[src/rtl/excl_mon_pkg.sv]
package excl_mon_pkg;

   typedef enum logic {
      SX_FAIL = 1'b0,
      SX_PASS = 1'b1
   } sx_result_e;

   // Next-state request applied to the reservation entry
   typedef enum logic [1:0] {
      ENT_HOLD  = 2'd0,
      ENT_ARM   = 2'd1,
      ENT_CLEAR = 2'd2
   } ent_op_e;

endpackage

[src/rtl/excl_tag_cmp.sv]
module excl_tag_cmp #(
   parameter int ADDR_W   = 32,
   parameter int GRAN_LSB = 2,
   localparam int TAG_W   = ADDR_W - GRAN_LSB
) (
   input  logic              req_valid,
   input  logic [ADDR_W-1:0] req_addr,
   input  logic [TAG_W-1:0]  tag,
   output logic              hit
);

   generate
      if (GRAN_LSB == 0) begin : g_byte
         assign hit = req_valid && (req_addr == tag);
      end else begin : g_word
         logic unused_low_bits;
         assign unused_low_bits = ^req_addr[GRAN_LSB-1:0];
         assign hit = req_valid && (req_addr[ADDR_W-1:GRAN_LSB] == tag);
      end
   endgenerate

endmodule

[src/rtl/excl_entry.sv]
module excl_entry
   import excl_mon_pkg::*;
#(
   parameter int TAG_W = 30
) (
   input  logic             clk,
   input  logic             rst_n,
   input  ent_op_e          op,
   input  logic [TAG_W-1:0] arm_tag,
   output logic [TAG_W-1:0] tag_q,
   output logic             flag_q
);

   always_ff @(posedge clk) begin
      if (!rst_n) begin
         flag_q <= 1'b0;
         tag_q  <= '0;
      end else begin
         unique case (op)
            ENT_ARM: begin
               flag_q <= 1'b1;
               tag_q  <= arm_tag;
            end
            ENT_CLEAR: flag_q <= 1'b0;
            default:   flag_q <= flag_q;
         endcase
      end
   end

   assert_reset_clear_R1: assert property (@(posedge clk) disable iff (!rst_n)
      $rose(rst_n) |-> !flag_q);

   assert_arm_sets_R10: assert property (@(posedge clk) disable iff (!rst_n)
      (op == ENT_ARM) |=> (flag_q && tag_q == $past(arm_tag)));

   assert_clear_drops_R8: assert property (@(posedge clk) disable iff (!rst_n)
      (op == ENT_CLEAR) |=> !flag_q);

endmodule

[src/rtl/excl_rsp_reg.sv]
module excl_rsp_reg (
   input  logic clk,
   input  logic rst_n,
   input  logic req_valid,
   input  logic req_status,
   output logic rsp_valid,
   output logic rsp_status
);

   always_ff @(posedge clk) begin
      if (!rst_n) begin
         rsp_valid  <= 1'b0;
         rsp_status <= 1'b0;
      end else begin
         rsp_valid  <= req_valid;
         rsp_status <= req_valid & req_status;
      end
   end

   assert_rsp_follows_R11: assert property (@(posedge clk) disable iff (!rst_n)
      req_valid |=> (rsp_valid && rsp_status == $past(req_status)));

   assert_rsp_idle_R11: assert property (@(posedge clk) disable iff (!rst_n)
      !req_valid |=> !rsp_valid);

endmodule

[src/rtl/excl_monitor.sv]
module excl_monitor
   import excl_mon_pkg::*;
#(
   parameter int ADDR_W   = 32,
   parameter int DATA_W   = 32,
   parameter int GRAN_LSB = 2,
   parameter int SNOOP_N  = 1
) (
   input  logic                      clk,
   input  logic                      rst_n,
   input  logic                      ld_ex_valid,
   input  logic [ADDR_W-1:0]         ld_ex_addr,
   input  logic                      st_valid,
   input  logic [ADDR_W-1:0]         st_addr,
   input  logic                      sx_valid,
   input  logic [ADDR_W-1:0]         sx_base,
   input  logic [ADDR_W-1:0]         sx_offset,
   input  logic [DATA_W-1:0]         sx_data,
   input  logic [SNOOP_N-1:0]        snoop_valid,
   input  logic [SNOOP_N*ADDR_W-1:0] snoop_addr,
   output logic                      mem_we,
   output logic [ADDR_W-1:0]         mem_addr,
   output logic [DATA_W-1:0]         mem_wdata,
   output logic                      sx_status,
   output logic                      rsp_valid,
   output logic                      rsp_status
);

   localparam int TAG_W = ADDR_W - GRAN_LSB;

   generate
      if (GRAN_LSB < 0 || GRAN_LSB >= ADDR_W) begin : g_bad_gran
         $error("excl_monitor: GRAN_LSB must lie in [0, ADDR_W)");
      end
      if (SNOOP_N < 1) begin : g_bad_snoop
         $error("excl_monitor: SNOOP_N must be at least 1");
      end
      if (DATA_W < 1) begin : g_bad_data
         $error("excl_monitor: DATA_W must be at least 1");
      end
   endgenerate

   logic [TAG_W-1:0]   tag_q;
   logic               flag_q;
   logic [TAG_W-1:0]   ld_tag;
   logic [SNOOP_N-1:0] snoop_hit;
   logic               st_hit;
   logic               sx_hit;
   logic               kill;
   sx_result_e         result;
   ent_op_e            ent_op;

   assign mem_addr  = sx_base + sx_offset;
   assign mem_wdata = sx_data;
   assign ld_tag    = ld_ex_addr[ADDR_W-1:GRAN_LSB];

   generate
      for (genvar k = 0; k < SNOOP_N; k++) begin : g_snoop
         excl_tag_cmp #(.ADDR_W(ADDR_W), .GRAN_LSB(GRAN_LSB)) u_cmp (
            .req_valid (snoop_valid[k]),
            .req_addr  (snoop_addr[k*ADDR_W +: ADDR_W]),
            .tag       (tag_q),
            .hit       (snoop_hit[k])
         );
      end
   endgenerate

   excl_tag_cmp #(.ADDR_W(ADDR_W), .GRAN_LSB(GRAN_LSB)) u_st_cmp (
      .req_valid (st_valid),
      .req_addr  (st_addr),
      .tag       (tag_q),
      .hit       (st_hit)
   );

   excl_tag_cmp #(.ADDR_W(ADDR_W), .GRAN_LSB(GRAN_LSB)) u_sx_cmp (
      .req_valid (sx_valid),
      .req_addr  (mem_addr),
      .tag       (tag_q),
      .hit       (sx_hit)
   );

   assign kill = (|snoop_hit) | st_hit;

   always_comb begin
      result = (flag_q && sx_hit && !kill) ? SX_PASS : SX_FAIL;
      if (ld_ex_valid)            ent_op = ENT_ARM;
      else if (kill || sx_valid)  ent_op = ENT_CLEAR;
      else                        ent_op = ENT_HOLD;
   end

   assign sx_status = sx_valid && (result == SX_PASS);
   assign mem_we    = sx_status;

   excl_entry #(.TAG_W(TAG_W)) u_entry (
      .clk     (clk),
      .rst_n   (rst_n),
      .op      (ent_op),
      .arm_tag (ld_tag),
      .tag_q   (tag_q),
      .flag_q  (flag_q)
   );

   excl_rsp_reg u_rsp (
      .clk        (clk),
      .rst_n      (rst_n),
      .req_valid  (sx_valid),
      .req_status (sx_status),
      .rsp_valid  (rsp_valid),
      .rsp_status (rsp_status)
   );

   assert_we_needs_flag_R6: assert property (@(posedge clk) disable iff (!rst_n)
      mem_we |-> flag_q);

   assert_collision_fails_R9: assert property (@(posedge clk) disable iff (!rst_n)
      (sx_valid && (|snoop_hit || st_hit)) |-> !mem_we);

   assert_snoop_clears_R3: assert property (@(posedge clk) disable iff (!rst_n)
      ((|snoop_hit) && !ld_ex_valid) |=> !flag_q);

   assert_local_clears_R4: assert property (@(posedge clk) disable iff (!rst_n)
      (st_hit && !ld_ex_valid) |=> !flag_q);

   assert_mismatch_fails_R7: assert property (@(posedge clk) disable iff (!rst_n)
      (sx_valid && !sx_hit) |-> !sx_status);

endmodule

[config.mk]
export PLATFORM = sky130hd
export DESIGN_NAME = excl_monitor
export DESIGN_NICKNAME = d
export VERILOG_FILES = /design/src/rtl/excl_mon_pkg.sv /design/src/rtl/excl_tag_cmp.sv /design/src/rtl/excl_entry.sv /design/src/rtl/excl_rsp_reg.sv /design/src/rtl/excl_monitor.sv
export SDC_FILE = /design/constraint.sdc
export NUM_CORES = 1
export LEC_CHECK = 0
export ABC_AREA = 1
export BUFFER_PORTS_ARGS = -buffer_cell sky130_fd_sc_hd__buf_2
export CAP_MARGIN = 20
export CELL_PAD_IN_SITES_DETAIL_PLACEMENT = 1
export CELL_PAD_IN_SITES_GLOBAL_PLACEMENT = 1
export CORE_ASPECT_RATIO = 0.6
export CORE_MARGIN = 5
export CORE_UTILIZATION = 33
export DETAILED_ROUTE_END_ITERATION = 7
export GPL_ROUTABILITY_DRIVEN = 1
export HOLD_SLACK_MARGIN = 0.05
export PLACE_DENSITY_LB_ADDON = 0.15
export SLEW_MARGIN = 20
export SYNTH_ARGS = -nofsm -noshare
export SYNTH_HDL_FRONTEND = slang
export SYNTH_SLANG_ARGS = --single-unit
[constraint.sdc]
create_clock -name clk -period 5.4 [get_ports clk]
set_clock_uncertainty 0.05 [all_clocks]
set_input_delay 1.08 -clock clk [delete_from_list [all_inputs] [get_ports clk]]
set_output_delay 1.08 -clock clk [all_outputs]
set_load 0.1 [all_outputs]
After elaboration in Yosys (flattened, before gate mapping)
Cells that the tools add are included.
Widths: inputs -> output; s select.
{"block": "totals", "ff_bits": 33, "inputBits": 198, "output_inout_bits": 68}
{"block": "classes", "n_bitwise": 2, "add_sub_neg": 1, "muxes": 4, "eq_ne": 5, "n_reduce_logical": 9}
{"cell": "$eq 30x30->1", "n": 3}
{"cell": "$add 32x32->32", "n": 1}
{"cell": "$logic_and 1x1->1", "n": 6}
{"cell": "$mux 2", "n": 2}
{"cell": "$eq 2x1->1 const B", "n": 1}
{"cell": "$eq 2x2->1 const B", "n": 1}
{"cell": "$pmux 1 s2", "n": 1}
{"cell": "$reduce_bool 2->1", "n": 1}
{"cell": "$and 1x1->1", "n": 1}
{"cell": "$logic_not 1->1", "n": 1}
{"cell": "$logic_or 1x1->1", "n": 1}
{"cell": "$mux 1", "n": 1}
{"cell": "$or 1x1->1", "n": 1}

Logic depth before layout (Yosys ltp)
{"block": "depth", "word_depth": 8, "ltp_mapped": 21, "depth_no_buf": 20}

Hierarchy
From an unflattened synthesis, not the netlist that was laid out.
{"block": "unflattened", "cells_unflattened": 1239, "area_unflattened_um2": 5935.7}
{"module": "excl_monitor", "area_each_um2": 2653.8, "cells_per_inst": 532, "n_inst": 1}
{"module": "excl_tag_cmp", "area_each_um2": 635.6, "cells_per_inst": 167, "n_inst": 3}
{"module": "excl_entry", "area_each_um2": 1317.5, "cells_per_inst": 200, "n_inst": 1}
{"module": "excl_rsp_reg", "area_each_um2": 57.6, "cells_per_inst": 6, "n_inst": 1}

Worst setup path before layout
No wires, ideal clock.
{"block": "synth_timing", "kind": "input to output", "start": "input sx_base[0]", "end": "output sx_status", "n_path_buf": 1, "path_stages": 18, "required_time_ps": 4270, "t_arrival_ps": 5260, "path_slack_ps": -990, "path_cell_list": "ha_1 inv_1 fa_1 inv_1 nand3_1 nand2_2 xor2_1 nand2_1 nand2_1 nand3_1 nor2_1 nand2_1 nor2_1 nand4_1 nor2_1 nand3_2 inv_1 buf_4"}
{"block": "synth_between", "elab_chain_len": 7}
{"item": "start: declaration", "line_no": "excl_monitor.sv:16", "rtl": "input logic [ADDR_W-1:0] sx_base,"}
{"item": "$add 32x32->32", "line_no": "excl_monitor.sv:53", "rtl": "assign mem_addr = sx_base + sx_offset;"}
{"item": "net mem_addr[4]", "line_no": "excl_monitor.sv:22", "rtl": "output logic [ADDR_W-1:0] mem_addr,"}
{"item": "$eq 30x30->1", "line_no": "excl_tag_cmp.sv:18", "rtl": "assign hit = req_valid && (req_addr[ADDR_W-1:GRAN_LSB] == tag);"}
{"item": "$logic_and 1x1->1", "line_no": "excl_tag_cmp.sv:18"}
{"item": "$logic_and 1x1->1 (2 in a row)", "line_no": "excl_monitor.sv:85", "rtl": "result = (flag_q && sx_hit && !kill) ? SX_PASS : SX_FAIL;"}
{"item": "$mux 1", "line_no": "excl_monitor.sv:85"}
{"item": "$logic_and 1x1->1", "line_no": "excl_monitor.sv:91", "rtl": "assign sx_status = sx_valid && (result == SX_PASS);"}
{"item": "end: declaration", "line_no": "excl_monitor.sv:24", "rtl": "output logic sx_status,"}
The timed path passes the listed nets, and every way through them passes these cells.

Final worst setup path
{"block": "layout_timing", "start": "input sx_base[0]", "end": "output mem_we"}
{"block": "layout_between", "elab_chain_len": 7}
{"item": "$add 32x32->32", "line_no": "excl_monitor.sv:53"}
{"item": "$eq 30x30->1", "line_no": "excl_tag_cmp.sv:18"}
{"item": "$logic_and 1x1->1", "line_no": "excl_tag_cmp.sv:18"}
{"item": "$logic_and 1x1->1 (2 in a row)", "line_no": "excl_monitor.sv:85"}
{"item": "$mux 1", "line_no": "excl_monitor.sv:85"}
{"item": "$logic_and 1x1->1", "line_no": "excl_monitor.sv:91"}
{"item": "end: declaration", "line_no": "excl_monitor.sv:21", "rtl": "output logic mem_we,"}
No other way between the ends.

==> results.yml <==
setup_path:
  crit_required_ns: 4.27
  r2r_cells: 14
  cp-start-kind: "input port"
  cp-startpoint: "sx_base[0]"
  crit_type: "input port to output port"
  r2r_setup_slack_ns: 3.15
  end_kind: "output port"
  regToRegEndpoint: "u_rsp.rsp_status$_SDFF_PN0_"
  r2r-start: "u_entry.tag_q[15]$_SDFFE_PN0N_"
  cp_max_fo: 4
  endpoint: "mem_we"
  arrival_ns: 3.98
grt:
  overflow: 0
  grt_pass1_vias: 6987
  track_usage: 0.2342
  grt_pass1_wl_microns: 36830
  antenna_found_initial: 1
  grt_max_degree: 60
synth:
  synth_edf_count: 0
  ys_types: 34
  ys_seq_elements: 33
  ys.flop_type: "dfxtp_1"
  synth-async-reset-ratio: 0
  synthAdderAreaFrac: 0.07331
  ys_top_cells_by_count: "379 x nand2_1, 190 x inv_1, 91 x nor2_1, 84 x nand3_1, 57 x o21ai_0"
  yosys-top-cells-area: "nand2_1 26%, inv_1 13%, dfxtp_1 12%, nand3_1 7.6%, ha_1 7.0%"
  synth-xor-area-share: 0.05037
  yosysMostFrequentCell: "nand2_1"
  synth_top_family_by_area: "simple AND/OR/NAND/NOR gates"
  synth.cell_area_sq_um: 5564
  yosysWarnings: 0
  syn_avg_cell_area_sq_um: 5.259
  muxShareOfSynthArea: 0
  synth_cells: 1058
  synth_compound_area_frac: 0.1070
  syn-num-nets: 1288
  synth_top_cell_by_area: "nand2_1"
  synth_top_area_frac: 0.2557
  ys_seq_area_frac: 0.1187
  yosys.area_share.simple: 0.4666
final_layout:
  drive_gt1_frac: 0.2095
  num-nets-final: 1447
  area_delta_synth_final_pct: 21.68
  final_cell_area_sq_um: 6770
  antennaDiodeCount: 0
detailed_routing:
  routed_wl_microns: 23580
  vias: 6915
  wire_per_inst_microns: 16.32
  detail-route-antenna-nets: 0
  drc_errors: 0
  dr.first_iter.drc_count: 466
  avgViaCountPerCell: 4.785
  firstDrtPassIters: 5
floorplan:
  die_h_microns: 110.6
  coreArea_sq_um: 16400
  ios: 266
  initial_core_util: 0.3394
  num_rows: 36
  die-area_sq_um: 19640
  die_w_microns: 177.6
timing:
  finalSetupViolCount: 0
  hold_viol: 0
  period_share: 0.9456
  fin_setup_tns_ns: 0
  fmax_ghz: 0.1958
  rsz0062_at_grt: "false"
  slew_violations: 0
  relSlewSlack: 0.6059
  tightest_slew_ns: 0.5911
  period_minus_slack_ns: 5.106
run_status:
  status: "completed"
cts:
  post-cts-setup-buffers: 0
  cts_hold_buf: 0
  cts_resized: 0
  cts_max_path_buffers: 2
  clock-sinks: 33
  cts_tree: "done"
  cts_root_buffer: "clkbuf_16"
  h-tree-depth: 2
  cts_buffers: 5
  clk_pin_slew_ns: 0.06
  clock_latency_ns: 0.29
run:
  drv_cap: 0
pwr:
  p_leak_nw: 4.022
  powerDensity_nw_per_um2: 231.7
  finalPower_mw: 1.568
  vdd.ir_drop.worst_uv: 198.7
placement:
  portBuffers: 195
  hpwlAfterDp_microns: 20820
  place_area_sq_um: 6628
  gp_congestion: 0.8690
worst_hold_path:
  min_path_type: "flip-flop to flip-flop"
## flip-flops by register name (all words and copies together), names as in the netlist
| name | flops |
|---|---|
| u_entry.tag_q | 30 |
| u_rsp.rsp_status | 1 |
| u_entry.flag_q | 1 |
| u_rsp.rsp_valid | 1 |
## layer usage
metal	wire length (microns)	vias to the layer above	track usage	part of all wire
met5	7	-	0	0.00030
met4	158	2	0.01905	0.0067
met3	1628	18	0.04986	0.069
met2	9556	205	0.3454	0.41
met1	12230	3134	0.3597	0.52
li1	-	3556	-	-
## placed cells by master (no fill, tap or decap), drive strengths merged
cell and instances:
nand4 16, xnor3 2, nand3 90, fa 1
o211ai 1, buf 196, o21ai 57, nand2 397
inv 193, clkbuf 7, o21bai 2, xor2 13
dfxtp 33, or2 2, nor2 102, clkinvlp 1
nor3 3, a21oi 51, xnor2 13, clkinv 1
a31oi 1, nor4 2, nand3b 2, ha 31
## where the power goes
part           internal (mW)  total (mW)  leakage (nW)  switching (mW)
Sequential             0.260       0.279         0.274          0.0188
Clock                  0.181       0.292        0.0700           0.111
Combinational          0.248       0.997          3.68           0.749
Total                  0.690        1.57          4.02           0.878
## critical path, cell delays in order
cell        delay, ns
buf_2            0.08
ha_1             0.25
inv_1            0.08
fa_1             0.42
inv_1            0.12
nand3_1          0.09
nand2_2          0.18
nand2_1          0.08
nand2_1          0.29
xor2_4           0.11
nand2_1          0.07
nand2_1          0.05
nor2_1           0.08
nand2_1          0.05
nor2_1           0.20
nand4_1          0.15
nor2_1           0.15
nand3_2          0.12
clkinvlp_4       0.13
buf_12           0.18
## area by class of cell
type                       instances  area [sq um]
clock buffer                       7         142.6
fill                            2451          9625
inverter                         195         735.7
multi-input combinational        786          3933
sequential                        33         660.6
tap                              228         285.3
timing repair buffer             196          1013
## cells by family after synthesis
logic type                 Yosys count
DFF                                 33
xor gates and xnor gates            28
buffers and inverters              239
adders and majority gates           32
and+or+nand+nor                    614
AOI/OAI and AO/OA                  112
## worst min-delay path by stage
stage	cells past startpoint	slack [ns]	start	end
after floorplan	2	0.41	u_entry.flag_q$_SDFFE_PN0P_	u_entry.flag_q$_SDFFE_PN0P_
after global placement	2	0.43	u_entry.flag_q$_SDFFE_PN0P_	u_entry.flag_q$_SDFFE_PN0P_
after detailed placement	2	0.43	u_entry.flag_q$_SDFFE_PN0P_	u_entry.flag_q$_SDFFE_PN0P_
after CTS	2	0.45	u_entry.flag_q$_SDFFE_PN0P_	u_entry.flag_q$_SDFFE_PN0P_
after global routing	2	0.48	u_entry.flag_q$_SDFFE_PN0P_	u_entry.flag_q$_SDFFE_PN0P_
final	2	0.45	u_entry.flag_q$_SDFFE_PN0P_	u_entry.flag_q$_SDFFE_PN0P_
## stage by stage
stage               hold WS, ns    util  instances  worst slack, ns
CTS                      0.4463  0.4129       1445           0.2942
detailed placement       0.4308  0.4042       1438           0.3262
global placement         0.4287  0.4042       1438           0.3845
global route             0.4842  0.4129       1445          0.06130
finish                   0.4486  0.4129       1445           0.2939
floorplan                0.4078       -       1058          0.04025
No activity file was read; power rests on OpenSTA's default activity.
